<file path="src/rtl/clkout_pkg.sv">
package clkout_pkg;
  typedef enum logic [1:0] {
    ST_IDLE  = 2'd0,
    ST_RATIO = 2'd1,
    ST_SCALE = 2'd2
  } calc_state_t;
endpackage

</file>
<file path="src/rtl/clkout_iter_div.sv">
module clkout_iter_div #(
  parameter int W = 32
) (
  input  logic         clk,
  input  logic         rst_n,
  input  logic         go,
  input  logic [W-1:0] dividend,
  input  logic [W-1:0] divisor,
  output logic [W-1:0] quotient,
  output logic         fin
);
  localparam int CW = $clog2(W);

  logic [W-1:0]  rem_q, quo_q, dsr_q;
  logic [CW-1:0] cnt_q;
  logic          busy_q;
  logic [W:0]    shifted;
  logic [W-1:0]  rem_n, quo_n;

  always_comb begin
    shifted = {rem_q, quo_q[W-1]};
    if (shifted >= {1'b0, dsr_q}) begin
      rem_n = W'(shifted - {1'b0, dsr_q});
      quo_n = {quo_q[W-2:0], 1'b1};
    end else begin
      rem_n = shifted[W-1:0];
      quo_n = {quo_q[W-2:0], 1'b0};
    end
  end

  always_ff @(posedge clk) begin
    if (!rst_n) begin
      rem_q  <= '0;
      quo_q  <= '0;
      dsr_q  <= '0;
      cnt_q  <= '0;
      busy_q <= 1'b0;
      fin    <= 1'b0;
    end else begin
      fin <= 1'b0;
      if (go) begin
        rem_q  <= '0;
        quo_q  <= dividend;
        dsr_q  <= divisor;
        cnt_q  <= '0;
        busy_q <= 1'b1;
      end else if (busy_q) begin
        rem_q <= rem_n;
        quo_q <= quo_n;
        cnt_q <= cnt_q + 1'b1;
        if (cnt_q == CW'(W - 1)) begin
          busy_q <= 1'b0;
          fin    <= 1'b1;
        end
      end
    end
  end

  assign quotient = quo_q;


  fin_pulse_chk: assert property (@(posedge clk) disable iff (!rst_n)
    fin |=> !fin);


  fin_only_when_busy_chk: assert property (@(posedge clk) disable iff (!rst_n)
    $rose(fin) |-> $past(busy_q));
endmodule

</file>
<file path="src/rtl/clkout_prescale_sel.sv">
module clkout_prescale_sel #(
  parameter int W   = 32,
  parameter int M_W = 5,
  parameter int P_W = 2
) (
  input  logic [W-1:0]   ratio,
  output logic [P_W-1:0] p_sel,
  output logic [W-1:0]   lin_div
);
  localparam int LIMIT = 2 ** M_W;
  localparam int MAXP  = 2 ** P_W - 1;

  logic [W:0] rounded;

  always_comb begin
    p_sel = P_W'(MAXP);
    for (int k = MAXP - 1; k >= 0; k--) begin
      if ((ratio >> k) < W'(LIMIT)) p_sel = P_W'(k);
    end
  end

  always_comb begin
    rounded = ({1'b0, ratio} + (((W + 1)'(1)) << p_sel) - (W + 1)'(1)) >> p_sel;
    lin_div = rounded[W-1:0];
  end
endmodule

</file>
<file path="src/rtl/clkout_factor_calc.sv">
module clkout_factor_calc
  import clkout_pkg::*;
#(
  parameter int W   = 32,
  parameter int M_W = 5,
  parameter int P_W = 2
) (
  input  logic           clk,
  input  logic           rst_n,
  input  logic           start,
  input  logic           program_mode,
  input  logic [W-1:0]   parent_rate,
  input  logic [W-1:0]   req_rate,
  output logic           done,
  output logic           err,
  output logic           unreachable,
  output logic [W-1:0]   achieved_rate,
  output logic [M_W-1:0] m_field,
  output logic [P_W-1:0] p_field
);
  localparam int LIMIT = 2 ** M_W;
  localparam int MAXP  = 2 ** P_W - 1;

  calc_state_t    state_q;
  logic [W-1:0]   parent_q;
  logic           mode_q;
  logic [P_W-1:0] p_hold_q;
  logic [M_W-1:0] m_hold_q;
  logic           sat_hold_q;

  logic [W-1:0]   clamped;
  logic           zero_rate;
  logic           div_go, div_fin;
  logic [W-1:0]   div_a, div_b, div_q;
  logic [P_W-1:0] p_sel;
  logic [W-1:0]   lin_div, div_eff;
  logic           sat;
  logic [M_W-1:0] m_val;

  assign clamped   = (req_rate > parent_rate) ? parent_rate : req_rate;
  assign zero_rate = (clamped == '0);

  clkout_prescale_sel #(.W(W), .M_W(M_W), .P_W(P_W)) u_psel (
    .ratio   (div_q),
    .p_sel   (p_sel),
    .lin_div (lin_div)
  );

  assign sat     = (lin_div > W'(LIMIT));
  assign div_eff = sat ? W'(LIMIT) : lin_div;
  assign m_val   = sat ? '1 : M_W'(lin_div[M_W:0] - (M_W + 1)'(1));

  always_comb begin
    div_go = 1'b0;
    div_a  = parent_q >> p_sel;
    div_b  = div_eff;
    if (state_q == ST_IDLE) begin
      div_go = start && !zero_rate;
      div_a  = parent_rate;
      div_b  = clamped;
    end else if (state_q == ST_RATIO) begin
      div_go = div_fin;
    end
  end

  clkout_iter_div #(.W(W)) u_div (
    .clk      (clk),
    .rst_n    (rst_n),
    .go       (div_go),
    .dividend (div_a),
    .divisor  (div_b),
    .quotient (div_q),
    .fin      (div_fin)
  );

  always_ff @(posedge clk) begin
    if (!rst_n) begin
      state_q       <= ST_IDLE;
      parent_q      <= '0;
      mode_q        <= 1'b0;
      p_hold_q      <= '0;
      m_hold_q      <= '0;
      sat_hold_q    <= 1'b0;
      done          <= 1'b0;
      err           <= 1'b0;
      unreachable   <= 1'b0;
      achieved_rate <= '0;
      m_field       <= '0;
      p_field       <= '0;
    end else begin
      done <= 1'b0;
      unique case (state_q)
        ST_IDLE: begin
          if (start) begin
            if (zero_rate) begin
              done          <= 1'b1;
              err           <= 1'b1;
              unreachable   <= 1'b0;
              achieved_rate <= '0;
            end else begin
              parent_q <= parent_rate;
              mode_q   <= program_mode;
              state_q  <= ST_RATIO;
            end
          end
        end
        ST_RATIO: begin
          if (div_fin) begin
            p_hold_q   <= p_sel;
            m_hold_q   <= m_val;
            sat_hold_q <= sat;
            state_q    <= ST_SCALE;
          end
        end
        ST_SCALE: begin
          if (div_fin) begin
            achieved_rate <= div_q;
            unreachable   <= sat_hold_q;
            err           <= 1'b0;
            done          <= 1'b1;
            if (mode_q) begin
              m_field <= m_hold_q;
              p_field <= p_hold_q;
            end
            state_q <= ST_IDLE;
          end
        end
        default: state_q <= ST_IDLE;
      endcase
    end
  end


  done_pulse_chk: assert property (@(posedge clk) disable iff (!rst_n)
    done |=> !done);


  round_only_fields_chk: assert property (@(posedge clk) disable iff (!rst_n)
    (done && !err && !mode_q) |-> ($stable(m_field) && $stable(p_field)));


  err_result_chk: assert property (@(posedge clk) disable iff (!rst_n)
    (done && err) |-> (achieved_rate == '0 && $stable(m_field) && $stable(p_field)));


  sat_field_chk: assert property (@(posedge clk) disable iff (!rst_n)
    (done && unreachable && mode_q) |-> (m_field == '1));


  prescale_min_chk: assert property (@(posedge clk) disable iff (!rst_n)
    (state_q == ST_RATIO && div_fin) |->
      ((p_sel == P_W'(MAXP) || (div_q >> p_sel) < W'(LIMIT)) &&
       (p_sel == '0 || (div_q >> (p_sel - 1'b1)) >= W'(LIMIT))));


  busy_hold_chk: assert property (@(posedge clk) disable iff (!rst_n)
    (state_q != ST_IDLE && !done) |=> $stable(parent_q) && $stable(mode_q));
endmodule

</file>
<file path="config.mk">
export PLATFORM = sky130hd
export DESIGN_NAME = clkout_factor_calc
export DESIGN_NICKNAME = d
export VERILOG_FILES = /design/src/rtl/clkout_pkg.sv /design/src/rtl/clkout_iter_div.sv /design/src/rtl/clkout_prescale_sel.sv /design/src/rtl/clkout_factor_calc.sv
export SDC_FILE = /design/constraint.sdc
export NUM_CORES = 1
export LEC_CHECK = 0
export CAP_MARGIN = 40
export CORE_UTILIZATION = 30
export DETAILED_ROUTE_END_ITERATION = 10
export PLACE_DENSITY_LB_ADDON = 0.25
export SYNTH_ARGS = -nofsm -noshare
export SYNTH_HDL_FRONTEND = slang
export SYNTH_HIERARCHICAL = 1
export SYNTH_SLANG_ARGS = --single-unit
</file>
<file path="constraint.sdc">
create_clock -name clk -period 14.5 [get_ports clk]
set_input_delay 4.35 -clock clk [delete_from_list [all_inputs] [get_ports clk]]
set_output_delay 4.35 -clock clk [all_outputs]
set_load 0.01 [all_outputs]
</file>
== After elaboration in Yosys (flattened, before gate mapping) ==
Index checks and enable logic that the tools add are counted.
W data, S select, Z words.

* ROM bits: 0
* Bits in registers: 188
* Memories kept: 0
* RAM bits: 0
* Bits in latches: 0
* Output and inout port bits: 42
* Input bits: 68

* Shifts and indexed selects: 3
* Divide/modulo/power cells: 0
* Add/sub/neg operators: 5
* Equality and inequality tests: 8
* Reduce and logical (&&, ||, !) cells: 13
* Multiply operators: 0
* Bitwise logic cells: 3
* Mux-type cells: 39
* Magnitude comparators: 6

{| class="wikitable"
|+ Operator list
! kind !! number
|-
| $mux W32 || 10
|-
| $pmux W32 S2 || 1
|-
| $add A32 B33 Y33 || 1
|-
| $ge A33 B32 Y1 || 1
|-
| $shl A1 B2 Y33 const A || 1
|-
| $shr A33 B2 Y32 || 1
|-
| $sub A33 B1 Y33 const B || 1
|-
| $gt A32 B32 Y1 || 1
|-
| $gt A32 B6 Y1 const B || 1
|-
| $logic_not A32 Y1 || 1
|-
| $lt A32 B6 Y1 const B || 1
|-
| $shr A32 B2 Y32 || 1
|-
| $sub A32 B32 Y32 || 1
|-
| $lt A31 B6 Y1 const B || 1
|-
| $lt A30 B6 Y1 const B || 1
|-
| $mux W1 || 17
|-
| $mux W2 || 6
|-
| $reduce_and A4 Y1 || 2
|-
| $ne A2 B2 Y1 const B || 3
|-
| $pmux W1 S2 || 3
|-
| $pmux W2 S3 || 1
|-
| $reduce_and A3 Y1 || 2
|-
| $add A5 B1 Y5 const B || 1
|-
| $eq A5 B5 Y1 const B || 1
|-
| 13 further kinds || 17
|}

== Logic depth before layout (Yosys ltp) ==
Gate-level depths: netlist of run 1.

* Word-level depth: 11
* Mapped depth: 31
* Depth with buffers taken out: 31

== Modules after synthesis ==
The synthesis of run 1 kept the hierarchy.

{| class="wikitable"
|+ By module, submodules not included
! module !! area an instance (µm²) !! times used !! cells each
|-
| clkout_iter_div || 6302.3 || 1 || 755
|-
| clkout_factor_calc || 5719.2 || 1 || 720
|-
| clkout_prescale_sel || 3183.1 || 1 || 443
|}

== Worst setup path after synthesis of run 1 ==
No wires, ideal clock.

* Path type: input to register
* From: input port parent_rate[31]
* To: register u_div.quo_q[0], in the netlist u_div/quotient[0]
* Arrival time: 7235 ps
* Slack: 7151 ps
* Cell stages on the path: 15
* Buffers on the path: 4
* Path through: inv_1 -> ha_1 -> nand4_4 -> nor4_4 -> nor2b_2 -> o31a_2 -> nor3_1 -> nor3_2 -> buf_4 -> or2_2 -> clkbuf_1 -> clkbuf_1 -> clkbuf_1 -> o21ai_0 -> and2_1

* Longest elaborated chain between the ends: 7
* Elaborated cells on any way between the ends: 8
* Classes of those cells: order compare: 1; mux: 3; reduce/logical: 4

{| class="wikitable"
|+ RTL lines
! what !! RTL line !! source
|-
| from (decl) || clkout_factor_calc.sv:12 || <nowiki>input logic [W-1:0] parent_rate,</nowiki>
|-
| $gt A32 B32 Y1 || clkout_factor_calc.sv:40 || <nowiki>assign clamped = (req_rate > parent_rate) ? parent_rate : req_rate;</nowiki>
|-
| $mux W32 (*) || clkout_factor_calc.sv:40 ||
|-
| $logic_not A32 Y1 (*) || clkout_factor_calc.sv:41 || <nowiki>assign zero_rate = (clamped == '0);</nowiki>
|-
| $logic_not A1 Y1 (*) || clkout_factor_calc.sv:58 || <nowiki>div_go = start && !zero_rate;</nowiki>
|-
| $logic_and A1 B1 Y1 (*) || clkout_factor_calc.sv:58 ||
|-
| $mux W1 (*) || clkout_factor_calc.sv:57 || <nowiki>if (state_q == ST_IDLE) begin</nowiki>
|-
| via div_go || clkout_factor_calc.sv:33 || <nowiki>logic div_go, div_fin;</nowiki>
|-
| $mux W32 / $reduce_bool A2 Y1 (equally long branches) || -- ||
|-
| to (signal assigned) || clkout_iter_div.sv:43 || <nowiki>quo_q <= dividend;</nowiki>
|-
| to (signal assigned) || clkout_iter_div.sv:49 || <nowiki>quo_q <= quo_n;</nowiki>
|-
| to (decl) || clkout_iter_div.sv:14 || <nowiki>logic [W-1:0] rem_q, quo_q, dsr_q;</nowiki>
|}

Mark *: on every way through the listed nets, which the timed path passes. The rest lies on a longest branch.
A chain may end at the register's enable or synchronous reset.

== Worst setup path in the final report of run 1 ==
* From: input port parent_rate[31]
* To: register u_div.quo_q[22], in the netlist u_div/quotient[22]

The elaborated chain is that of the path after synthesis.

==> results.md, run 1 <==
- After detailed routing, the average wire length per cell comes to about 18 um.
- The worst path arrival time is about 8900 ps.
- The CTS tree is built.
- The routed design has between 40000 and 50000 um of wire.
- The first-pass GRT wire length is about 76000 um.
- For this design the static power due to leakage is approximately 7.4 nW.
- For the final database, setup skew stands at around 15 ps.
- The worst setup path is of the primary input to flop kind.
- Clock-pin slew was measured on the worst setup and hold paths at about 80 ps.
- The detail route stage leaves a number of antenna-violating nets equal to 0.
- The measured slew at the worst slew-check pin is roughly 870 ps.
- The number of synthesized flops with an enable pin is 0.
- In this run the tightest slew margin relative to its limit is 0.4144.
- In the global route stage, overall resource usage came out at 0.1891.
- The detailed router finished its first iteration with 795 violations.
- The kind of end point of the critical path is a flop.
- 0 antenna diodes ended up in the layout.
- The routability-driven placement congestion ratio is roughly 0.95.
- The number of vias per cell after detailed routing is 5.217.
- The initial core utilization is 0.3037.
- The tightest min-delay check is of the flop to flop type.
- The net total in the final layout is about 2200.
- The largest stage delay on the critical path is 690 ps.
- The root buffer cell chosen for the clock tree is sky130_fd_sc_hd__clkbuf_16.
- The xor/xnor share of the synthesized area is 0.03399.
- The Yosys step of the flow raised 6 warnings.
- The count of pins over their slew limit was 0.
- In this run the tool buffered the top-level ports with roughly 110 buffer cells.
- The end of the worst hold path is m_field[0]$_SDFFE_PN0P_.
- The combinational family with the most area after synthesis is compound AO/OA/AOI/OAI gates.
- Summed over all failing endpoints, the final setup total negative slack is 0 ps.
- The share of synthesized registers carrying an async set or reset is 0.
- The clock reaches the later pin of the worst-skew pair after about 470 ps.
- The share of the synthesized area in compound gates (AO/OA/AOI/OAI) was 0.2093.
- The number of gates resized after CTS was 0.
- Counting every net in the synthesized netlist gives between 2000 and 2500.
- For this run, design rule violations remaining after detail routing come to 0.
- Among cell families on the critical path, the largest total delay comes from buffers and inverters.
- The portion of netlist area occupied by mux cells is 0.1472.
- Traced cell by cell, the critical path runs through clkdlybuf4s50_1 > inv_1 > ha_1 > nand4_4 > nor3_1 > a22oi_1 > a22oi_1 > nor3_1 > nor3_4 > buf_4 > or2_4 > buf_4 > o21ai_0 > and2_1.
- At the end of the flow the core is filled with cells to 0.3492.
- From left edge to right edge, the die measures 227.1 um.
- The total via count in the routed design is 13830.
- The post-cts hold buffer count is 0.
- The combined buffer and inverter count along the critical path is 4.
- After layout, the minimum clock period comes to ~8500 ps.
- The initial antenna violation count is 0.
- The die footprint is around 52000 um^2.
- Of the total synthesized cell area, the portion taken by full adders, half adders and majority gates is 0.1030.
- Along the worst path, the maximum fanout reaches a little over 80.
- The total power per unit cell area is around 130 nW/um^2.
- The run finished with clean final reports.
- The leftover overflow at the end of global routing is 0.
- The number of cells produced by synthesis is between 1500 and 2000.
- Buffers added to address setup during post-CTS repair amount to 0.
- The area growth from synthesis to layout is 14.99%.
- Of the cells placed in the final design, the portion with a size suffix greater than 1 is 0.05814.
- Dividing the final minimum period by the clock period gives 0.5868.
- Counting tap cells, the placed design contains a total of 2618 instances.
- The TritonCTS buffer count is 17.
- The mean post-synth cell area is around 7.9 um^2.
- 110 I/O pins were placed.
- Once layout is complete, the cells apart from fillers number approximately 2700.
- The row count is between 80 and 90.
- The layout has roughly 5300 filler cells.
- CTS built an H-tree with a depth of 4.
- The max-capacitance violation count is 0.
- The via count of the first global-routing pass is between 10000 and 15000.
- The wire-length estimate of the detail-placed layout is roughly 38000 um.
- The end of the worst register-to-register path is u_div/dsr_q[2]$_SDFFE_PN0P_.
- Setup repair after global routing left no endpoint under its margin.
- Setup violations remaining at the end of the flow were counted as 0.
- The setup slack on the worst flop-to-flop path is around 6500 ps.
- The hold violation total from the final report is 0.
- The clock net in this run drives a total of between 150 and 200 sinks.
- The maximum count of clock buffers along a single path is 2.
- The floorplan core area is approximately 50000 um^2.
- The synthesized design contains roughly 190 register bits.
- The type of origin of the critical path is a primary input.
- The worst setup path startpoint is parent_rate[31].
- The upper clock frequency limit is between 100 and 150 MHz.
- Data on the critical path is required at its endpoint by 14860 ps.
- The cell area after technology mapping is approximately 15000 um^2.
- The die span in y is between 200 and 250 um.
- For this run, the register share of the synthesized area comes to 0.2475.
- Counting cells, the worst reg-to-reg path comes to 30.
- The number of library cell types mapped by synthesis is 98.
- The largest net degree at the start of global routing is slightly above 80.
- The startpoint of the worst-slack reg-to-reg timing path is u_div/quotient[21]$_SDFFE_PN0P_.
- For this run, the leading register cell type out of synthesis is sky130_fd_sc_hd__dfxtp_1.
- Of the total synthesized cell area, the portion taken by AND, OR, NAND and NOR gates is 0.1929.
- The cell with the largest stage delay on the worst path is sky130_fd_sc_hd__buf_4.
- Across the VDD grid, the largest voltage drop is ~0.000070 V.
- The worst hold path passes through 2 cells.
- The startpoint of the lowest-slack hold path is m_field[0]$_SDFFE_PN0P_.
- The number of iterations in the first detailed-routing pass is 5.
-- stage by stage --
step / worst slack [ps] / instance area (um^2) / total power [mW] / hold WS, ps
floorplan: 7151 / 15200 / 1.524 / 428.7
global placement: 5427 / 16820 / 1.799 / 446.4
detailed placement: 5529 / 16880 / 1.813 / 447.3
CTS: 6042 / 17480 / 2.316 / 457.4
global route: 5643 / 17480 / 2.465 / 479.5
finish: 5991 / 17480 / 2.299 / 457.6
-- cell usage after synthesis (10+ instances only) --
| master | number | area share |
|---|---|---|
| sky130_fd_sc_hd__a211oi_1 | 32 | 0.016 |
| sky130_fd_sc_hd__a21o_1 | 20 | 0.0099 |
| sky130_fd_sc_hd__a21oi_1 | 163 | 0.054 |
| sky130_fd_sc_hd__a22o_1 | 33 | 0.019 |
| sky130_fd_sc_hd__a31oi_1 | 11 | 0.0045 |
| sky130_fd_sc_hd__and2_1 | 40 | 0.016 |
| sky130_fd_sc_hd__buf_1 | 10 | 0.0025 |
| sky130_fd_sc_hd__buf_2 | 11 | 0.0036 |
| sky130_fd_sc_hd__clkbuf_1 | 66 | 0.016 |
| sky130_fd_sc_hd__dfxtp_1 | 188 | 0.25 |
| sky130_fd_sc_hd__ha_1 | 122 | 0.10 |
| sky130_fd_sc_hd__inv_1 | 143 | 0.035 |
| sky130_fd_sc_hd__mux2i_1 | 218 | 0.14 |
| sky130_fd_sc_hd__nand2_1 | 236 | 0.058 |
| sky130_fd_sc_hd__nand2b_1 | 10 | 0.0041 |
| sky130_fd_sc_hd__nand3_1 | 17 | 0.0056 |
| sky130_fd_sc_hd__nand4_1 | 25 | 0.010 |
| sky130_fd_sc_hd__nor2_1 | 125 | 0.031 |
| sky130_fd_sc_hd__nor2b_1 | 46 | 0.019 |
| sky130_fd_sc_hd__nor3_1 | 25 | 0.0082 |
| sky130_fd_sc_hd__nor4_1 | 25 | 0.010 |
| sky130_fd_sc_hd__o211ai_1 | 13 | 0.0064 |
| sky130_fd_sc_hd__o21ai_0 | 108 | 0.036 |
| sky130_fd_sc_hd__xnor2_1 | 40 | 0.023 |
| sky130_fd_sc_hd__xor2_1 | 19 | 0.011 |
-- cell families (layout without fill, tap and decap cells) --
kind of cell	count (synthesis)	after routing
AND/OR/NAND/NOR	601	601
AO/OA/AOI/OAI	479	479
adder cells (fa/ha/maj)	124	124
flip-flops	188	188
XOR/XNOR	59	59
buffers and inverters	244	304
multiplexers	223	223
-- where the power goes --
| part | internal [mW] | total, mW | switching, mW |
|---|---|---|---|
| Clock | 0.235 | 0.491 | 0.256 |
| Combinational | 0.494 | 1.22 | 0.728 |
| Sequential | 0.546 | 0.586 | 0.0393 |
| Total | 1.28 | 2.30 | 1.02 |
-- tightest hold or removal path: cells and delay by family (launching register included) --
| family | cells | cell delay [ps] |
|---|---|---|
| AOI/OAI and AO/OA | 1 | 50 |
| and+or+nand+nor | 1 | 50 |
| DFF | 1 | 320 |
-- how the worst max path moves through the flow --
stage / endpoint / slack, ps / cells past startpoint
after floorplan: u_div/quotient[0]$_SDFFE_PN0P_ / 7150 / 15
after global placement: u_div/rem_q[30]$_SDFFE_PP0P_ / 5430 / 14
after detailed placement: u_div/quotient[30]$_SDFFE_PN0P_ / 5530 / 14
after CTS: u_div/quotient[30]$_SDFFE_PN0P_ / 6040 / 14
after global routing: u_div/quotient[17]$_SDFFE_PN0P_ / 5640 / 14
final: u_div/quotient[22]$_SDFFE_PN0P_ / 5990 / 14
-- per-layer routing --
layer | routed length (um) | global-route usage | part of all wire | vias up
met4 | 758 | 0.04871 | 0.016 | 0
met2 | 21730 | 0.3013 | 0.45 | 292
li1 | - | - | - | 6898
met3 | 1772 | 0.02891 | 0.037 | 41
met5 | 0 | 0 | 0 | -
met1 | 24170 | 0.2641 | 0.50 | 6594
-- placed cells by master (no fill, tap or decap), types with 25 or more instances in the layout --
master and instances:
sky130_fd_sc_hd__o21ai_0 108, sky130_fd_sc_hd__dfxtp_1 187, sky130_fd_sc_hd__nor2b_1 46, sky130_fd_sc_hd__xnor2_1 40, sky130_fd_sc_hd__nor2_1 124, sky130_fd_sc_hd__clkdlybuf4s50_1 108, sky130_fd_sc_hd__mux2i_1 218, sky130_fd_sc_hd__ha_1 122
sky130_fd_sc_hd__inv_1 143, sky130_fd_sc_hd__and2_1 40, sky130_fd_sc_hd__nand4_1 25, sky130_fd_sc_hd__nor4_1 25, sky130_fd_sc_hd__a22o_1 33, sky130_fd_sc_hd__a21oi_1 163, sky130_fd_sc_hd__nand2_1 236, sky130_fd_sc_hd__a211oi_1 32
-- flip-flops by register name (all words and copies together), names as in the netlist, 5 cells and up --
name            cells
m_hold_q            5
u_div/rem_q        32
u_div/cnt_q         5
u_div/quotient     32
parent_q           32
u_div/dsr_q        32
achieved_rate      32
m_field             5
-- cell type report --
type                            instances  area (um^2)  area share
Clock buffer                           17        425.4     0.02433
Clock inverter                         15        181.4     0.01038
Inverter                              145        544.3     0.03113
Multi-Input combinational cell       1486        10470      0.5988
Sequential cell                       188         3767      0.2155
Tap cell                              672        840.8     0.04809
Timing Repair Buffer                  127         1255     0.07178
Power figures use the tool's default switching activity.
==> inputs of run 2 (changes only) <==
clock period = 7.96 ns   (was 14.5 ns; I/O delays follow)
==> results.md, run 2 (same netlist as run 1, synthesis figures left out) <==
- The number of iterations in the first detailed-routing pass is 5 (unchanged).
- The number of placed instances with taps included came to 2618 (unchanged).
- The worst slack at placement came to 769.9 ps (-4759 ps).
- The worst-path maximum fanout was 9 (-89%).
- The total via count in the routed design was 13970 (+1.0%).
- The row count is 82 (unchanged).
- The I/O pin total is 110 (unchanged).
- The root buffer cell chosen for the clock tree is sky130_fd_sc_hd__clkbuf_16.
- The hold violation total from the final report is 0 (unchanged).
- The maximum count of clock buffers along a single path came to 2 (unchanged).
- The CTS tree is built.
- The share of post-route cells with drive strength above 1 came to 0.05814 (unchanged).
- The floorplan core area is 50070 um^2 (unchanged).
- The largest stage delay on the critical path is 760 ps (+70 ps).
- The die width is 227.1 um (unchanged).
- The class of the most critical hold timing path is flop to flop.
- The library cells used most frequently in the layout, excluding fill and tap cells, are 236 x sky130_fd_sc_hd__nand2_1, 218 x sky130_fd_sc_hd__mux2i_1, 187 x sky130_fd_sc_hd__dfxtp_1.
- The combined global-route utilization of all metal layers is 0.1955 (+0.006398).
- The leading cell type in the layout, fill and taps excluded is sky130_fd_sc_hd__nand2_1.
- From synthesis to final layout, the design area changed by 14.72%.
- The final design area excluding fillers is 17440 um^2 (-0.24%).
- The required time at the endpoint of the critical path is 8370 ps (-6490 ps).
- The worst path needs 7311 ps of the cycle, external delays included.
- The multi-input gate area in the final layout was 10470 um^2 (unchanged).
- The routed wirelength normalized by instance count is 19.01 um (+4.0%).
- The power spent charging and discharging nets is 1.887 mW (+84%).
- The first-pass GRT wire length is 77650 um (+2.6%).
- The TritonCTS buffer count is 17 (unchanged).
- The post-cts hold buffer count is 0 (unchanged).
- The worst ir drop on vdd came to 0.0001521 V (+120%).
- The largest net degree at the start of global routing is 74 (-11%).
- The flip-flop and latch area is 3767 um^2 (unchanged).
- The number of vias per cell after detailed routing was 5.272 (+1.0%).
- The number of inserted filler cells in the final layout is 5377 (+0.69%).
- The estimated wirelength of the detail-placed design came to 39610 um (+4.8%).
- The worst setup path is launched from a flop.
- The final setup violation count came to 0 (unchanged).
- The total detailed-routing wirelength was 50370 um (+4.0%).
- The sequential share of power was 0.250 (-0.005).
- The share of the core filled with cells was 0.3484 (-0.0008240).
- The clock-pin slew on the worst setup and hold paths was 80 ps (about the same).
- The initial core utilization is 0.3037 (unchanged).
- The count of buffers inserted at the top-level ports was 109 (unchanged).
- The instance area at placement came to 16850 um^2 (-0.18%).
- The post-cts repair resize count was 0 (unchanged).
- The antenna diode count is 0 (unchanged).
- The initial antenna violation count is 1 (+1).
- Dividing the final minimum period by the clock period gives 0.9185.
- The clock share of power was 0.212 (-0.002).
- The setup total negative slack was 0 ps (unchanged).
- The net total in the final layout came to 2157 (unchanged).
- The sink count of the clock tree was 188 (unchanged).
- The initial DRC count is 1000 (+26%).
- The upper clock frequency limit is around 140 MHz.
- The part of the total power dissipated in combinational logic came to 0.538 (+0.006).
- The standby leakage power is 7.376 nW (-0.16%).
- The count of pins over their slew limit is 0 (unchanged).
- The number of levels in the clock H-tree was 4 (unchanged).
- The worst-case headroom to the max-slew limit is 0.4006 (-0.01371).
- The setup fix buffers added after clock tree synthesis came to 0 (unchanged).
- The worst path arrival time is 7720 ps (-1150 ps).
- The number of nets still failing antenna checks after routing is 0 (unchanged).
- The die span in y is 227.1 um (unchanged).
- The worst setup slack after layout was 649.0 ps (-5342 ps).
- The DRC violation count after routing is 0 (unchanged).
- The internal cell power is 2.337 mW (+83%).
- The die footprint was 51590 um^2 (unchanged).
- Setup repair after global routing left no endpoint under its margin.
- The insertion delay to the later sink of the worst-skew pair came to 470 ps (about the same).
- The max-capacitance violation count is 0 (unchanged).
- The critical path is of the flop to flop type.
- The share of total power consumed by net switching is 0.4467 (+0.001554).
- The final standard cell count with taps included and fillers excluded is 2650 (unchanged).
- The cell with the largest stage delay on the worst path is sky130_fd_sc_hd__or4_1.
- The clock skew is 17.54 ps (+2.633 ps).
- The leftover overflow at the end of global routing is 0 (unchanged).
- The kind of end point of the critical path is a flop.
- The via count of the first global-routing pass is 13330 (-0.93%).
- The run finished with clean final reports.
- The measured slew at the worst slew-check pin is 899.0 ps (+25.83 ps).
- The routability-driven placement congestion ratio is 0.9658 (+1.9%).
- The total power per unit cell area is 242.1 nW/um^2 (+84%).
==> run 2: cell types whose count changed in the layout (fill, tap and decap cells not counted), sizes merged <==
cell    delta
bufinv     +1
inv        -1
==> run 2: path summary, 6_finish.rpt <==
check	cells past startpoint	to	startpoint	slack, ps
max	29	u_div/dsr_q[2]$_SDFFE_PN0P_	u_div/quotient[28]$_SDFFE_PN0P_	650
min	2	p_field[0]$_SDFFE_PN0P_	p_field[0]$_SDFFE_PN0P_	460
max reg2reg	29	u_div/dsr_q[2]$_SDFFE_PN0P_	u_div/quotient[28]$_SDFFE_PN0P_	650
min reg2reg	2	p_field[0]$_SDFFE_PN0P_	p_field[0]$_SDFFE_PN0P_	460
==> run 2: final cells by class <==
type | count | share of cell area
Multi-Input combinational cell | 1486 | 0.6002
Sequential cell | 188 | 0.2160
Timing Repair Buffer | 127 | 0.07015
Tap cell | 672 | 0.04820
Inverter | 145 | 0.03120
Clock buffer | 17 | 0.02439
Clock inverter | 15 | 0.009827
==> run 2: critical path, delay by kind of cell (launching register included) <==
family,cells,cell delay [ps]
compound gates,10,2790
fa+ha+maj,4,1170
buf+inv,4,410
flops,1,410
mux,2,270
simple gates,9,2180
==> run 2: routing by layer <==
layer,up-vias,wire length [um],global-route usage
met5,-,12,0
met4,2,1075,0.05456
met3,53,2662,0.03420
met2,345,21940,0.3006
met1,6677,24680,0.2777
li1,6893,-,-
==> run 2: stage by stage <==
stage               hold slack, ps  power, mW
detailed placement           446.6      3.321
global route                 476.5      4.505
floorplan                    428.7      2.776
global placement             445.1      3.316
finish                       457.9      4.223
CTS                          459.8      4.229
==> run 2: power groups by stage <==
stage | combinational, mW | sequential (mW) | clock (mW)
finish | 2.27 | 1.06 | 0.897
global route | 2.48 | 1.06 | 0.957
CTS | 2.25 | 1.06 | 0.918
detailed placement | 2.24 | 1.08 | 0
global placement | 2.24 | 1.08 | 0
floorplan | 1.72 | 1.05 | 0
